**config.mk**
```make
export PLATFORM = sky130hd
export DESIGN_NAME = lcd_dual_capture
export DESIGN_NICKNAME = d
export VERILOG_FILES = /design/src/rtl/lcd_cap_pkg.sv /design/src/rtl/lcd_cap_sync.sv /design/src/rtl/lcd_cap_edge.sv /design/src/rtl/lcd_cap_timing.sv /design/src/rtl/lcd_dual_capture.sv
export SDC_FILE = /design/constraint.sdc
export NUM_CORES = 1
export LEC_CHECK = 0
export BUFFER_PORTS_ARGS = -buffer_cell sky130_fd_sc_hd__buf_4
export CAP_MARGIN = 15
export CORE_MARGIN = 1.5
export CORE_UTILIZATION = 40
export CTS_BUF_LIST = sky130_fd_sc_hd__clkbuf_4
export CTS_CLUSTER_DIAMETER = 30
export DETAILED_ROUTE_END_ITERATION = 16
export PLACE_DENSITY = 0.59
export SYNTH_ARGS = -nofsm -noshare
export SYNTH_HDL_FRONTEND = slang
export SYNTH_SLANG_ARGS = --single-unit
```
**constraint.sdc**
```tcl
create_clock -name clk_i -period 3.9 [get_ports clk_i]
set_input_delay 0.39 -clock clk_i [delete_from_list [all_inputs] [get_ports clk_i]]
set_output_delay 0.39 -clock clk_i [all_outputs]
set_load 0.02 [all_outputs]
```
**src/rtl/lcd_cap_pkg.sv**
```systemverilog
package lcd_cap_pkg;
  typedef enum logic [1:0] {
    CAP_IDLE = 2'd0,
    CAP_WAIT = 2'd1,
    CAP_RUN  = 2'd2
  } cap_state_e;

  localparam logic SCR_LOWER = 1'b0;
  localparam logic SCR_UPPER = 1'b1;
endpackage

```
**src/rtl/lcd_cap_sync.sv**
```systemverilog
module lcd_cap_sync #(
  parameter int W = 1
) (
  input  logic         clk_i,
  input  logic         rst_ni,
  input  logic [W-1:0] d_i,
  output logic [W-1:0] q_o
);
  logic [W-1:0] s1_q, s2_q;

  always_ff @(posedge clk_i or negedge rst_ni) begin
    if (!rst_ni) begin
      s1_q <= '0;
      s2_q <= '0;
    end else begin
      s1_q <= d_i;
      s2_q <= s1_q;
    end
  end

  assign q_o = s2_q;
endmodule

```
**src/rtl/lcd_cap_edge.sv**
```systemverilog
module lcd_cap_edge (
  input  logic clk_i,
  input  logic rst_ni,
  input  logic pclk_s_i,
  output logic rise_o,
  output logic fall_o
);
  logic pclk_q;

  // pulses land one cycle after detection: the data latch cycle
  always_ff @(posedge clk_i or negedge rst_ni) begin
    if (!rst_ni) begin
      pclk_q <= 1'b0;
      rise_o <= 1'b0;
      fall_o <= 1'b0;
    end else begin
      pclk_q <= pclk_s_i;
      rise_o <= pclk_s_i & ~pclk_q;
      fall_o <= ~pclk_s_i & pclk_q;
    end
  end
endmodule

```
**src/rtl/lcd_cap_timing.sv**
```systemverilog
module lcd_cap_timing #(
  parameter int LINE_CLKS = 263,
  parameter int VIS_LINES = 192,
  parameter int XC_W      = $clog2(LINE_CLKS),
  parameter int YC_W      = $clog2(VIS_LINES + 1)
) (
  input  logic            clk_i,
  input  logic            rst_ni,
  input  logic            rise_i,
  input  logic            vs_i,
  output logic [XC_W-1:0] x_o,
  output logic [YC_W-1:0] y_o,
  output logic            pos_ok_o
);
  logic [XC_W-1:0] x_q, x_nxt;
  logic [YC_W-1:0] y_q, y_nxt;
  logic            fresh_q;

  always_comb begin
    if (fresh_q) begin
      x_nxt = '0;
      y_nxt = '0;
    end else if (x_q == XC_W'(LINE_CLKS - 1)) begin
      x_nxt = '0;
      y_nxt = (y_q == YC_W'(VIS_LINES)) ? y_q : y_q + 1'b1;
    end else begin
      x_nxt = x_q + 1'b1;
      y_nxt = y_q;
    end
  end

  always_ff @(posedge clk_i or negedge rst_ni) begin
    if (!rst_ni) begin
      x_q     <= '0;
      y_q     <= '0;
      fresh_q <= 1'b1;
    end else if (vs_i) begin
      fresh_q <= 1'b1;
    end else if (rise_i) begin
      fresh_q <= 1'b0;
      x_q     <= x_nxt;
      y_q     <= y_nxt;
    end
  end

  // rising edge sees its own new position; falling edge reuses it
  assign x_o      = rise_i ? x_nxt : x_q;
  assign y_o      = rise_i ? y_nxt : y_q;
  assign pos_ok_o = !vs_i && (rise_i || !fresh_q);

  assert_line_wrap_R3: assert property (@(posedge clk_i) disable iff (!rst_ni)
    (rise_i && !vs_i && !fresh_q && x_q == XC_W'(LINE_CLKS - 1)) |=> (x_q == '0));

  assert_vsync_restart_R6: assert property (@(posedge clk_i) disable iff (!rst_ni)
    (vs_i && !rise_i) |=> (!pos_ok_o || (x_o == '0 && y_o == '0)));

  assert_line_cap_R5: assert property (@(posedge clk_i) disable iff (!rst_ni)
    int'(y_q) <= VIS_LINES);
endmodule

```
**src/rtl/lcd_dual_capture.sv**
```systemverilog
module lcd_dual_capture
  import lcd_cap_pkg::*;
#(
  parameter int COLOR_W   = 6,
  parameter int LINE_CLKS = 263,
  parameter int VIS_PIX   = 256,
  parameter int VIS_LINES = 192,
  parameter int X_W       = 8,
  parameter int Y_W       = 8
) (
  input  logic                 clk_i,
  input  logic                 rst_ni,
  input  logic                 pclk_i,
  input  logic                 vsync_i,
  input  logic [3*COLOR_W-1:0] rgb_i,
  input  logic [1:0]           sel_i,
  input  logic                 arm_i,
  input  logic                 out_ready_i,
  output logic                 out_valid_o,
  output logic                 out_scr_o,
  output logic [X_W-1:0]       out_x_o,
  output logic [Y_W-1:0]       out_y_o,
  output logic [3*COLOR_W-1:0] out_rgb_o,
  output logic                 done_o,
  output logic                 overflow_o
);
  localparam int RGB_W = 3 * COLOR_W;
  localparam int XC_W  = $clog2(LINE_CLKS);
  localparam int YC_W  = $clog2(VIS_LINES + 1);

  logic             pclk_s, vs_s, vs_q, vs_rise;
  logic [RGB_W-1:0] rgb_s;
  logic             rise_p, fall_p;
  logic [XC_W-1:0]  pix_x;
  logic [YC_W-1:0]  pix_y;
  logic             pos_ok, in_view, sel_ok, frame_end, emit;
  cap_state_e       state_q;

  lcd_cap_sync #(.W(RGB_W + 2)) u_sync (
    .clk_i (clk_i),
    .rst_ni(rst_ni),
    .d_i   ({pclk_i, vsync_i, rgb_i}),
    .q_o   ({pclk_s, vs_s, rgb_s})
  );

  lcd_cap_edge u_edge (
    .clk_i   (clk_i),
    .rst_ni  (rst_ni),
    .pclk_s_i(pclk_s),
    .rise_o  (rise_p),
    .fall_o  (fall_p)
  );

  lcd_cap_timing #(
    .LINE_CLKS(LINE_CLKS),
    .VIS_LINES(VIS_LINES),
    .XC_W     (XC_W),
    .YC_W     (YC_W)
  ) u_timing (
    .clk_i   (clk_i),
    .rst_ni  (rst_ni),
    .rise_i  (rise_p),
    .vs_i    (vs_s),
    .x_o     (pix_x),
    .y_o     (pix_y),
    .pos_ok_o(pos_ok)
  );

  assign vs_rise   = vs_s & ~vs_q;
  assign in_view   = (int'(pix_x) < VIS_PIX) && (int'(pix_y) < VIS_LINES);
  assign sel_ok    = rise_p ? sel_i[0] : sel_i[1];
  assign frame_end = (state_q == CAP_RUN) && rise_p && pos_ok && (int'(pix_y) >= VIS_LINES);
  assign emit      = (state_q == CAP_RUN) && (rise_p || fall_p) && pos_ok && in_view && sel_ok;

  always_ff @(posedge clk_i or negedge rst_ni) begin
    if (!rst_ni) begin
      vs_q       <= 1'b0;
      state_q    <= CAP_IDLE;
      done_o     <= 1'b0;
      overflow_o <= 1'b0;
    end else begin
      vs_q <= vs_s;
      if (arm_i) begin
        state_q    <= CAP_WAIT;
        done_o     <= 1'b0;
        overflow_o <= 1'b0;
      end else begin
        if (out_valid_o && !out_ready_i) overflow_o <= 1'b1;
        case (state_q)
          CAP_WAIT: if (vs_rise) state_q <= CAP_RUN;
          CAP_RUN: begin
            if (vs_rise || frame_end) begin
              state_q <= CAP_IDLE;
              done_o  <= 1'b1;
            end
          end
          default: state_q <= CAP_IDLE;
        endcase
      end
    end
  end

  always_ff @(posedge clk_i or negedge rst_ni) begin
    if (!rst_ni) begin
      out_valid_o <= 1'b0;
      out_scr_o   <= SCR_LOWER;
      out_x_o     <= '0;
      out_y_o     <= '0;
      out_rgb_o   <= '0;
    end else begin
      out_valid_o <= emit;
      if (emit) begin
        out_scr_o <= fall_p ? SCR_UPPER : SCR_LOWER;
        out_x_o   <= X_W'(pix_x);
        out_y_o   <= Y_W'(pix_y);
        out_rgb_o <= rgb_s;
      end
    end
  end

  assert_word_in_view_R4: assert property (@(posedge clk_i) disable iff (!rst_ni)
    out_valid_o |-> (int'(out_x_o) < VIS_PIX));

  assert_line_limit_R5: assert property (@(posedge clk_i) disable iff (!rst_ni)
    out_valid_o |-> (int'(out_y_o) < VIS_LINES));

  assert_single_pulse_R9: assert property (@(posedge clk_i) disable iff (!rst_ni)
    out_valid_o |=> !out_valid_o);

  assert_drop_flags_R9: assert property (@(posedge clk_i) disable iff (!rst_ni)
    (out_valid_o && !out_ready_i && !arm_i) |=> overflow_o);

  assert_ovf_sticky_R9: assert property (@(posedge clk_i) disable iff (!rst_ni)
    (overflow_o && !arm_i) |=> overflow_o);

  assert_done_quiet_R8: assert property (@(posedge clk_i) disable iff (!rst_ni)
    done_o |-> !out_valid_o);

  assert_arm_clears_R8: assert property (@(posedge clk_i) disable iff (!rst_ni)
    arm_i |=> (!done_o && !overflow_o));
endmodule

```
### After elaboration in Yosys (flattened, before gate mapping)

Index checks and enable logic that the tools add are counted.
Widths: inputs -> output; s select.

| cells by class | value |
|---|---|
| add/sub/neg operators | 2 |
| $lt $le $gt $ge | 3 |
| equal/unequal tests | 6 |
| multiplexer cells | 20 |
| bitwise operators | 6 |
| reduce and logical (&&, ||, !) cells | 22 |

Operators with widths:

| cell | count |
|---|---|
| $mux 8 | 4 |
| $mux 9 | 3 |
| $logic_and 1x1->1 | 10 |
| $add 9x1->9 const B | 1 |
| $eq 9x9->1 const B | 1 |
| $lt 9x9->1 const B | 1 |
| $mux 1 | 9 |
| $add 8x1->8 const B | 1 |
| $eq 8x8->1 const B | 1 |
| $ge 8x8->1 const B | 1 |
| $lt 8x8->1 const B | 1 |
| $reduce_bool 2->1 | 4 |
| $mux 2 | 3 |
| $pmux 2 s2 | 1 |
| $reduce_and 2->1 | 2 |
| $and 1x1->1 | 3 |
| $logic_not 1->1 | 3 |
| $logic_or 1x1->1 | 3 |
| $ne 3x2->1 const B | 1 |
| $ne 3x3->1 const B | 1 |
| $not 1->1 | 3 |
| $eq 2x1->1 const B | 1 |
| $eq 2x2->1 const B | 1 |

| storage, ports and cells | value |
|---|---|
| register bits | 102 |
| bits of input ports | 26 |
| output and inout bits | 38 |
| logic and storage cells | 76 |

### Longest topological paths before layout

Gate-level depths: netlist (run 1).

| depth | value |
|---|---|
| word-level depth | 11 |
| gate-level depth with buffers | 10 |

### Cells and area by module

Synthesis (run 1) repeated with hierarchy kept, for this count alone.

| unflattened totals | value |
|---|---|
| cell total of the unflattened synthesis | 325 |
| area, all modules | 4170.2 µm² |

Modules (own cells, without submodules):

| module | instances | cells an instance | area each (µm²) |
|---|---|---|---|
| lcd_dual_capture | 1 | 99 | 1591.5 |
| lcd_cap_timing | 1 | 181 | 1487.7 |
| lcd_cap_sync | 1 | 40 | 1001.0 |
| lcd_cap_edge | 1 | 5 | 90.1 |

### Worst setup path after synthesis (run 1)

No wires, ideal clock.

| timing path | value |
|---|---|
| kind | flip-flop to flip-flop |
| start | reg u_timing.x_q[0] |
| end | reg out_rgb_o[10] |
| library setup time | 0.125 ns |
| arrival time | 2.649 ns |
| data required time | 3.775 ns |
| setup slack | 1.127 ns |
| cell stages (with the launch flop) | 10 |
| path buffers | 2 |
| clock period less this slack | 2.773 ns |
| cells stage by stage | dfrtp_1 > inv_1 > ha_1 > or4b_1 > buf_2 > o41a_1 > or2_4 > a31oi_4 > buf_6 > mux2_2 |

| between the ends | value |
|---|---|
| cells in the longest elaborated chain, start to end | 8 |
| elaborated cells between the ends (all ways) | 13 |
| those cells by class | add/sub (1); order compare (2); eq/ne (1); mux (6); reduce/logical (3) |

RTL lines:

| what | line | RTL |
|---|---|---|
| start: declaration | lcd_cap_timing.sv:15 | `logic [XC_W-1:0] x_q, x_nxt;` |
| start signal: assignment | lcd_cap_timing.sv:41 | `x_q <= x_nxt;` |
| $add 9x1->9 or $eq 9x9->1 (tied branches) | lcd_cap_timing.sv:27, lcd_cap_timing.sv:23 |  |
| $mux 9 or $mux 8 (tied branches) | lcd_cap_timing.sv:23 | `end else if (x_q == XC_W'(LINE_CLKS - 1)) begin` |
| $mux 9 or $mux 8 (tied branches) | lcd_cap_timing.sv:20 | `if (fresh_q) begin` |
| $mux 9 or $mux 8 (tied branches) | n/a |  |
| $lt 9x9->1 or $lt 8x8->1 (tied branches) | lcd_dual_capture.sv:70 | `assign in_view = (int'(pix_x) < VIS_PIX) && (int'(pix_y) < VIS_LINES);` |
| $logic_and 1x1->1 * | lcd_dual_capture.sv:70 |  |
| $logic_and 1x1->1 * (2 in series) | lcd_dual_capture.sv:73 | `assign emit = (state_q == CAP_RUN) && (rise_p \|\| fall_p) && pos_ok && in_view && sel_ok;` |
| end signal: assignment | lcd_dual_capture.sv:116 | `out_rgb_o <= rgb_s;` |
| end: declaration | lcd_dual_capture.sv:23 | `output logic [3*COLOR_W-1:0] out_rgb_o,` |

Every way passes the cells marked *; elsewhere a longest branch is shown, timed or not.
A chain may end at the register's enable or synchronous reset.

### Final worst setup path (run 1)

| timing path | value |
|---|---|
| start | reg u_timing.x_q[0] |
| end | reg out_rgb_o[12] |

Same word-level chain as after synthesis.

==> impl_metrics.yaml, run 1 <==
outcome:
  status: "completed"
grt:
  grt_overflow: 0
  grt_max_degree: 43
  grt_first_pass_wirelength_um: 12900
  grt_pass1_vias: 2699
  grt_use_total_pct: 15.2
  antenna_found_initial: 0
place:
  place_ws_ns: 1.03
  io_buffers: 63
  gp_congestion: 0.878
  place_inst: 504
  dp_hpwl_um: 5150
  placed_area_um2: 4650
final_layout:
  diodes: 0
  final_common_cell: "dfrtp_1"
  final_nets: 432
  fin_cells: 540
  final_cell_mix: "101 x dfrtp_1, 66 x buf_4, 37 x mux2_2"
  final_cell_area_um2: 4970
  area_growth_pct: 22.9
  drive_above_1_share_pct: 31.2
drt:
  ant_nets: 0
  drt_pass1_iterations: 4
  wire_per_inst_um: 14.4
  wl_um: 7750
  drtIter0Drc: 86
  drc: 0
  num_vias: 2694
  viasPerCell: 4.99
timing:
  slew_headroom_pct: 51.3
  rsz0062_at_grt: "false"
  skew_ns: 0.0169
  fmax_ghz: 0.344
  setup_violations: 0
  fin_ws_ns: 0.993
  fin_crit_ns: 2.91
  tightest_slew_ns: 0.730
  slew_violations: 0
  finalCritPeriodShare_pct: 74.5
  finalHoldViolCount: 0
  fin_tns_setup_ns: 0
worst_hold_path:
  min-delay-path-class: "input pin to flip-flop"
synth:
  ys_ff_latch: 102
  synth_top_flop_cell: "dfrtp_1"
  ys_seq_area_share_pct: 63.1
  synth_adder_area_share_pct: 1.24
  synthSimpleGateAreaFrac_pct: 11.1
  synth_top_family_by_area: "multiplexers"
  syn_avg_cell_area_um2: 12.7
  synth-edff-count: 0
  syn_inst: 318
  synth_warnings: 0
  synth_area_um2: 4050
  synthMuxAreaShare_pct: 12.0
  synth_xor_area_share_pct: 0.217
  syn_nets: 348
  synth_cell_types: 54
  postSynth.asyncResetShare_pct: 100
  synth_compound_area_share_pct: 9.46
floorplanning:
  rows: 36
  core_region_area_um2: 9770
  dieHeight_um: 104
  floorplan.io_pins: 64
  die_area_um2: 10700
  die_w_um: 104
  start_util_pct: 41.4
power:
  ir_drop_mv: 0.225
  p_leak_nw: 2.31
  powerDensity_nw_per_um2: 353
critical_path:
  cp_slowest_stage_delay_ns: 0.53
  setup.worst_path.start_class: "flip-flop"
  cp.required_ns: 4.24
  cp.arrival_ns: 3.25
  crit_chain: "inv_1 > ha_1 > or4b_1 > nor3_1 > a31oi_1 > a21o_1 > a31oi_4 > buf_12 > mux2_2"
  slowest_stage: "or4b_1"
  cp-end-kind: "flip-flop"
  crit_type: "flip-flop to flip-flop"
  crit_path_max_fanout: 34
clocking:
  clk_pin_slew_ns: 0.16
  root_buffer: "clkbuf_4"
  clock-sinks: 102
  cts_tree: "built"
  insertion_delay_ns: 0.45
  clk_path_buf_depth: 2
  cts.htree.levels: 3
  cts_setup_buffers: 0
  postCtsHoldBufs: 2
  cts.repair.resized: 0
  numCtsBuffers: 9
run:
  max-cap-violations: 0
cells in the mapped netlist, drive strengths merged (2+ instances only):
library cell / n / area share [%]
nor2b: 5 / 0.77
mux2: 39 / 11
o21ai: 23 / 2.8
o41ai: 2 / 0.43
mux2i: 4 / 0.99
nand3: 9 / 1.1
o21a: 2 / 0.37
ha: 4 / 1.2
nor3b: 2 / 0.37
nand4: 3 / 0.46
nor2: 15 / 1.4
nor3: 7 / 0.87
inv: 10 / 0.93
a21oi: 6 / 0.74
clkbuf: 8 / 0.74
dfrtp: 101 / 62
nand2b: 4 / 0.62
and3: 4 / 0.65
a21o: 2 / 0.37
a31oi: 5 / 1.1
buf: 6 / 1.2
nand2: 28 / 2.6
o31ai: 3 / 0.56
power by group:
group          internal, mW  switching (mW)
registers              1.10          0.0270
clock network         0.144           0.355
logic                0.0650          0.0656
total                  1.31           0.448
final timing paths:
check,from,end,slack (ns),depth (start not counted)
worst max-delay path,u_timing.x_q[0],out_rgb_o[12],0.99,9
worst min-delay path,rgb_i[4],u_sync.s1_q[4],0.05,1
worst max register to register,u_timing.x_q[0],out_rgb_o[12],0.99,9
worst min register to register,u_sync.s1_q[15],u_sync.q_o[15],0.36,0
max in group asynchronous,rst_ni,u_sync.q_o[13],2.60,3
min in group asynchronous,rst_ni,out_y_o[4],0.47,2
critical path: cells and delay by family (launching register included):
family	cells	cell delay, ns
adders and majority gates	1	0.16
DFF	1	0.45
buffers and inverters	2	0.34
AOI/OAI and AO/OA	3	0.56
and+or+nand+nor	2	0.91
muxes	1	0.36
metrics by stage:
| step | power, mW | utilization [%] | hold WS [ns] |
|---|---|---|---|
| after CTS | 1.77 | 49.0 | 0.00138 |
| after global placement | 1.26 | 47.6 | 0.332 |
| after global routing | 1.85 | 50.9 | 0.0000852 |
| after detailed placement | 1.26 | 47.6 | 0.335 |
| after floorplan | 1.19 | - | 0.0944 |
| final | 1.75 | 50.9 | 0.0464 |
area by class of cell:
type	instances	area, um^2
Clock inverter	6	46.3
Clock buffer	10	75.1
Tap cell	133	166
Multi-Input combinational cell	192	1380
Sequential cell	102	2550
Fill cell	865	4800
Inverter	10	37.5
Timing Repair Buffer	87	716
state kept, by name, summed over array words and instances, names as in the netlist, 2 cells and up:
| signal | count |
|---|---|
| u_timing.y_q | 8 |
| out_y_o | 8 |
| u_timing.x_q | 9 |
| u_sync.s1_q | 20 |
| state_q | 2 |
| out_rgb_o | 18 |
| u_sync.q_o | 20 |
| out_x_o | 8 |
cell families after synthesis:
family	count (synthesis)
AOI/OAI and AO/OA	57
DFF	102
muxes	43
adders and majority gates	4
xor gates and xnor gates	1
buffers and inverters	24
and+or+nand+nor	87
routing by layer:
layer	up-vias	share of wire [%]	global-route usage, %
li1	1298	-	-
met1	1307	46	19.5
met2	76	47	23.9
met3	13	5.2	4.59
met4	0	2.3	6.65
met5	-	0	0
Note: power is estimated with default switching activity, not from simulation.
==> inputs of run 2 (changes only) <==
--- a/config.mk
+++ b/config.mk
@@ -12,7 +12,7 @@
 export CTS_BUF_LIST = sky130_fd_sc_hd__clkbuf_4
 export CTS_CLUSTER_DIAMETER = 30
 export DETAILED_ROUTE_END_ITERATION = 16
-export PLACE_DENSITY = 0.59
+export PLACE_DENSITY = 0.61
 export SYNTH_ARGS = -nofsm -noshare
 export SYNTH_HDL_FRONTEND = slang
 export SYNTH_SLANG_ARGS = --single-unit
==> constraint.sdc (replaced) <==
create_clock -name clk_i -period 2.6 [get_ports clk_i]
set_input_delay 0.26 -clock clk_i [delete_from_list [all_inputs] [get_ports clk_i]]
set_output_delay 0.26 -clock clk_i [all_outputs]
set_load 0.02 [all_outputs]
==> run 2 against run 1 <==
- the run now ends with negative setup slack left
- design area is 9.9% higher
- register-to-register slack worse by 1.0 ns
- global-route usage is 1.4 points higher
- clock skew is 0.0038 ns higher
- power is 55% higher
- worst setup slack worse by 1.0 ns
- critical path depth stayed put
- critical endpoint is now out_rgb_o[9]
- combinational power is 81% higher
- highest routed layer unchanged
- fmax is 9.7% higher
==> impl_metrics.yaml, run 2 (synthesis gave the netlist of run 1 again) <==
outcome:
  status: "finished, violations left"
  violations: "negative setup slack"
power:
  powerDensity_nw_per_um2: 498
  internal_power_mw: 2.00
  p_sw_mw: 0.719
  clockPowerShare_pct: 29.6
  p_sw_share_pct: 26.4
  power_frac_comb_pct: 8.7
  power_frac_seq_pct: 61.7
  ir_drop_mv: 0.308
  p_leak_nw: 2.55
  finalPower_mw: 2.72
drt:
  wire_per_inst_um: 15.2
  num_vias: 2862
  ant_nets: 0
  drtIter0Drc: 128
  drt_pass1_iterations: 4
  drc: 0
  wl_um: 8690
  viasPerCell: 4.99
clocking:
  clock-sinks: 102
  numCtsBuffers: 9
  root_buffer: "clkbuf_4"
  clk_path_buf_depth: 2
  cts.htree.levels: 3
  clk_pin_slew_ns: 0.17
  cts_tree: "built"
  insertion_delay_ns: 0.44
critical_path:
  crit_chain: "inv_2 > ha_4 > or4b_4 > o41a_1 > or2_4 > a31oi_4 > buf_12 > clkbuf_16 > mux2_2"
  setup.worst_path.start_class: "flip-flop"
  r2r-end: "out_rgb_o[9]"
  crit_path_max_fanout: 6
  cp.arrival_ns: 3.00
  ff2ff_path_depth: 9
  r2r_setup_slack_ns: -0.05
  cp_slowest_stage_delay_ns: 0.48
  timing.rr.start: "u_timing.x_q[0]"
  crit_start: "u_timing.x_q[0]"
  slowest_stage: "or4b_4"
  crit_type: "flip-flop to flip-flop"
  crit_end: "out_rgb_o[9]"
  cp.required_ns: 2.95
  cp-end-kind: "flip-flop"
final_layout:
  fin_cells: 573
  drive_above_1_share_pct: 37.5
  area_growth_pct: 35.0
  diodes: 0
  fill_cells: 849
  final_common_cell: "dfrtp_1"
  final_cell_mix: "101 x dfrtp_1, 90 x buf_4, 28 x nand2_1"
  postLayoutCoreUtil_pct: 55.9
  final_nets: 465
  final_cell_area_um2: 5460
floorplanning:
  core_region_area_um2: 9770
  die_w_um: 104
  dieHeight_um: 104
  start_util_pct: 41.4
  floorplan.io_pins: 64
  die_area_um2: 10700
  rows: 36
timing:
  finalCritPeriodShare_pct: 102
  fin_tns_setup_ns: -0.581
  holdWs_ns: 0.107
  slew_violations: 0
  fin_crit_ns: 2.65
  rsz0062_at_grt: "true"
  skew_ns: 0.0207
  tightest_slew_ns: 0.619
  finalHoldViolCount: 0
  fmax_ghz: 0.378
  setup_violations: 28
  fin_ws_ns: -0.0488
  slew_headroom_pct: 58.3
worst_hold_path:
  min-delay-path-class: "input pin to flip-flop"
place:
  gp_congestion: 0.868
  place_ws_ns: -0.0890
  dp_hpwl_um: 5510
  placed_area_um2: 4830
  place_inst: 528
  io_buffers: 63
grt:
  grt_max_degree: 103
  antenna_found_initial: 0
  grt_overflow: 0
  grt_use_total_pct: 16.6
  grt_first_pass_wirelength_um: 14200
  grt_pass1_vias: 2911
run:
  max-cap-violations: 0
run 2: cell type report:
class,count,area [um^2],area share (%)
Sequential cell,102,2550,46.8
Multi-Input combinational cell,192,1500,27.4
Timing Repair Buffer,120,1070,19.5
Tap cell,133,166,3.05
Clock buffer,10,75.1,1.37
Clock inverter,6,63.8,1.17
Inverter,10,37.5,0.687
run 2: power by group through the flow:
stage               Sequential (mW)  Clock, mW  Combinational (mW)
CTS                            1.68      0.842               0.234
floorplan                      1.71          0              0.0696
finish                         1.68      0.805               0.237
detailed placement             1.71          0               0.203
global placement               1.70          0               0.200
global route                   1.69      0.904               0.262
run 2: per-layer routing:
layer	track usage (%)	share of wire [%]
met1	23.1	47
met2	25.3	47
met3	3.71	4.5
met4	6.65	1.8
met5	0	0
run 2: critical path, delay by kind of cell (launching register included):
| family | cells | cell delay [ns] |
|---|---|---|
| and+or+nand+nor | 2 | 0.73 |
| DFF | 1 | 0.43 |
| adders and majority gates | 1 | 0.12 |
| muxes | 1 | 0.33 |
| buffers and inverters | 3 | 0.41 |
| AOI/OAI and AO/OA | 2 | 0.52 |
run 2: repair_timing:
action                                  in CTS  in global routing
cloned                                       0                  3
hold endpoints to repair                   124                  0
hold buffers                                22                  0
setup buffers                                1                  3
endpoints found under the setup margin      32                 33
resized for setup                           15                 22
pin swaps                                    1                  1
run 2: worst min-delay path by stage:
| stage | from | end | slack, ns | cells after the start |
|---|---|---|---|---|
| global placement | u_sync.s1_q[7] | u_sync.q_o[7] | 0.33 | 0 |
| finish | out_ready_i | overflow_o | 0.11 | 4 |
| CTS | out_ready_i | overflow_o | 0.08 | 4 |
| detailed placement | u_sync.s1_q[12] | u_sync.q_o[12] | 0.33 | 0 |
| floorplan | rst_ni | done_o | -0.04 | 0 |
| global route | out_ready_i | overflow_o | 0.1 | 4 |
==> inputs of run 3 (changes only) <==
--- a/config.mk
+++ b/config.mk
@@ -12,7 +12,8 @@
 export CTS_BUF_LIST = sky130_fd_sc_hd__clkbuf_4
 export CTS_CLUSTER_DIAMETER = 30
 export DETAILED_ROUTE_END_ITERATION = 16
-export PLACE_DENSITY = 0.61
+export RECOVER_POWER = 100
 export SYNTH_ARGS = -nofsm -noshare
 export SYNTH_HDL_FRONTEND = slang
+export SYNTH_HIERARCHICAL = 1
 export SYNTH_SLANG_ARGS = --single-unit
==> run 3 against run 2 <==
- the run ends with max-capacitance violations, max-slew violations, negative setup slack left
- largest cell class unchanged
- highest routed layer unchanged
- critical path type unchanged
- routed wire length rose by 1.5%
- sequential share of layout area increased by 0.87 points
- clock skew is 0.0040 ns lower
==> impl_metrics.yaml, run 3 <==
place:
  dp_hpwl_um: 5820
  place_ws_ns: -0.303
  io_buffers: 63
  place_inst: 543
  gp_congestion: 0.843
  placed_area_um2: 5060
synth:
  synthTopCellsByCount: "101 x dfrtp_1, 34 x mux2_2, 20 x nand2_1, 20 x nor2_1, 14 x a21oi_1"
  ys_ff_latch: 102
  synthTopCellsByArea: "dfrtp_1 61%, mux2_2 9.2%, mux2i_1 2.9%, nand2_1 1.8%, nor2_1 1.8%"
  synth_area_um2: 4170
  synth_top_area_share_pct: 60.6
  synth_top_flop_cell: "dfrtp_1"
  ys_seq_area_share_pct: 61.2
  synth_top_cell_by_area: "dfrtp_1"
  synth_warnings: 6
  syn_nets: 355
  synth-edff-count: 0
  syn_avg_cell_area_um2: 12.8
  synth_cell_types: 49
  syn_inst: 325
  synthMostInstantiatedCell: "dfrtp_1"
  postSynth.asyncResetShare_pct: 100
critical_path:
  crit_chain: "or4b_4 > o311ai_2 > o311ai_4 > and2_4 > a2111oi_4 > buf_6 > clkbuf_16 > mux2_4"
  r2r-end: "out_rgb_o[14]"
  cp.arrival_ns: 3.23
  cp_slowest_stage_delay_ns: 0.59
  cp.required_ns: 2.96
  crit_type: "flip-flop to flip-flop"
  cp-end-kind: "flip-flop"
  setup.worst_path.start_class: "flip-flop"
  ff2ff_path_depth: 8
  r2r_setup_slack_ns: -0.27
  crit_path_max_fanout: 12
  slowest_stage: "or4b_4"
  timing.rr.start: "u_timing/x_q[4]"
clocking:
  root_buffer: "clkbuf_4"
  cts.htree.levels: 3
  clk_path_buf_depth: 2
  cts_tree: "built"
  clock-sinks: 102
  clk_pin_slew_ns: 0.17
  insertion_delay_ns: 0.46
  numCtsBuffers: 9
outcome:
  status: "finished, violations left"
  violations: "max-capacitance violations, max-slew violations, negative setup slack"
drt:
  wl_um: 8820
  wire_per_inst_um: 15.1
  drt_pass1_iterations: 4
  num_vias: 2908
  drtIter0Drc: 178
  drc: 0
  viasPerCell: 4.97
  ant_nets: 0
final_layout:
  diodes: 0
  area_growth_pct: 28.6
  final_cell_mix: "101 x dfrtp_1, 43 x clkbuf_1, 32 x buf_4"
  final_common_cell: "dfrtp_1"
  postLayoutCoreUtil_pct: 52.4
  drive_above_1_share_pct: 28.7
  final_cell_area_um2: 5360
  fill_cells: 890
  seqCellArea_um2: 2550
  multi_input_area_um2: 1580
  final_nets: 474
  fin_cells: 585
grt:
  grt_overflow: 0
  grt_use_total_pct: 16.7
  antenna_found_initial: 0
  grt_max_degree: 61
  grt_first_pass_wirelength_um: 14400
  grt_pass1_vias: 2928
floorplanning:
  core_region_area_um2: 10200
  start_util_pct: 40.8
  die_w_um: 105
  floorplan.io_pins: 64
  dieHeight_um: 105
  die_area_um2: 11000
  rows: 37
worst_hold_path:
  min-delay-path-class: "input pin to flip-flop"
  min_to: "overflow_o"
  holdPathStages: 4
  min_from: "out_ready_i"
timing:
  holdWs_ns: 0.0997
  fin_ws_ns: -0.269
  setup_violations: 36
  fmax_ghz: 0.348
  rsz0062_at_grt: "true"
  slew_violations: 61
  slew_headroom_pct: -0.901
  tightest_slew_ns: 1.51
  skew_ns: 0.0167
  finalHoldViolCount: 0
  finalCritPeriodShare_pct: 110
  fin_crit_ns: 2.87
power:
  powerDensity_nw_per_um2: 511
  ir_drop_mv: 0.342
  p_leak_nw: 2.43
run:
  max-cap-violations: 1
[run 3: through the flow]
step / TNS (ns) / total power, mW
after global routing: -12.03 / 2.87
after detailed placement: -9.49 / 1.89
after floorplan: -12.08 / 1.76
after CTS: -7.45 / 2.80
final: -8.93 / 2.74
after global placement: -6.01 / 1.88
[run 3: how the worst max path moves through the flow]
stage                          from             to  depth (start not counted)  slack (ns)
floorplan           u_timing/x_q[3]  out_rgb_o[10]                         10       -0.38
CTS                 u_timing/x_q[0]     out_x_o[7]                         10       -0.25
detailed placement  u_timing/x_q[0]     out_y_o[6]                         10       -0.30
global route        u_timing/x_q[0]   out_rgb_o[2]                         11       -0.36
finish              u_timing/x_q[4]  out_rgb_o[14]                          8       -0.27
global placement    u_timing/x_q[0]     out_y_o[4]                         10       -0.20
[run 3: what timing repair did]
item / 4_1_cts / 5_1_grt
cloned: 0 / 1
endpoints found under the hold margin: 81 / 0
hold buffers: 22 / 0
endpoints found under the setup margin: 35 / 38
pin swaps: 0 / 0
resized for setup: 3 / 8
setup buffers: 0 / 3
[run 3: routing by layer]
| metal | vias up | track usage [%] | share of wire (%) |
|---|---|---|---|
| li1 | 1395 | - | - |
| met1 | 1450 | 23.0 | 47 |
| met2 | 56 | 26.1 | 47 |
| met3 | 7 | 4.55 | 4.2 |
| met4 | 0 | 4.70 | 1.1 |
| met5 | - | 0 | 0 |
[run 3: area by class of cell]
type	instances	share of cell area, %
inverters	12	0.840
clock buffers	9	1.26
well taps	136	3.17
repair buffers	123	16.1
flip-flops and latches	102	47.6
multi-input cells	196	29.4
clock inverters	7	1.63
[run 3: logic make-up (layout without fill, tap and decap cells)]
logic type	after synthesis	after routing	synth area share (%)
DFF	102	102	61.2
and+or+nand+nor	91	91	12.3
xor gates and xnor gates	5	5	1.05
AOI/OAI and AO/OA	49	49	8.55
adders and majority gates	4	4	1.20
buffers and inverters	27	151	3.33
muxes	47	47	12.3
[run 3: critical path, delay by kind of cell (launching register included)]
kind	cells	cell delay (ns)
muxes	1	0.31
buffers and inverters	2	0.38
DFF	1	0.42
AOI/OAI and AO/OA	3	0.86
and+or+nand+nor	2	0.80
[run 3: power breakdown]
group          leakage, nW  switching, mW  internal, mW
registers             1.32         0.0237          1.64
logic                 1.03          0.109        0.0915
clock network       0.0816          0.564         0.313
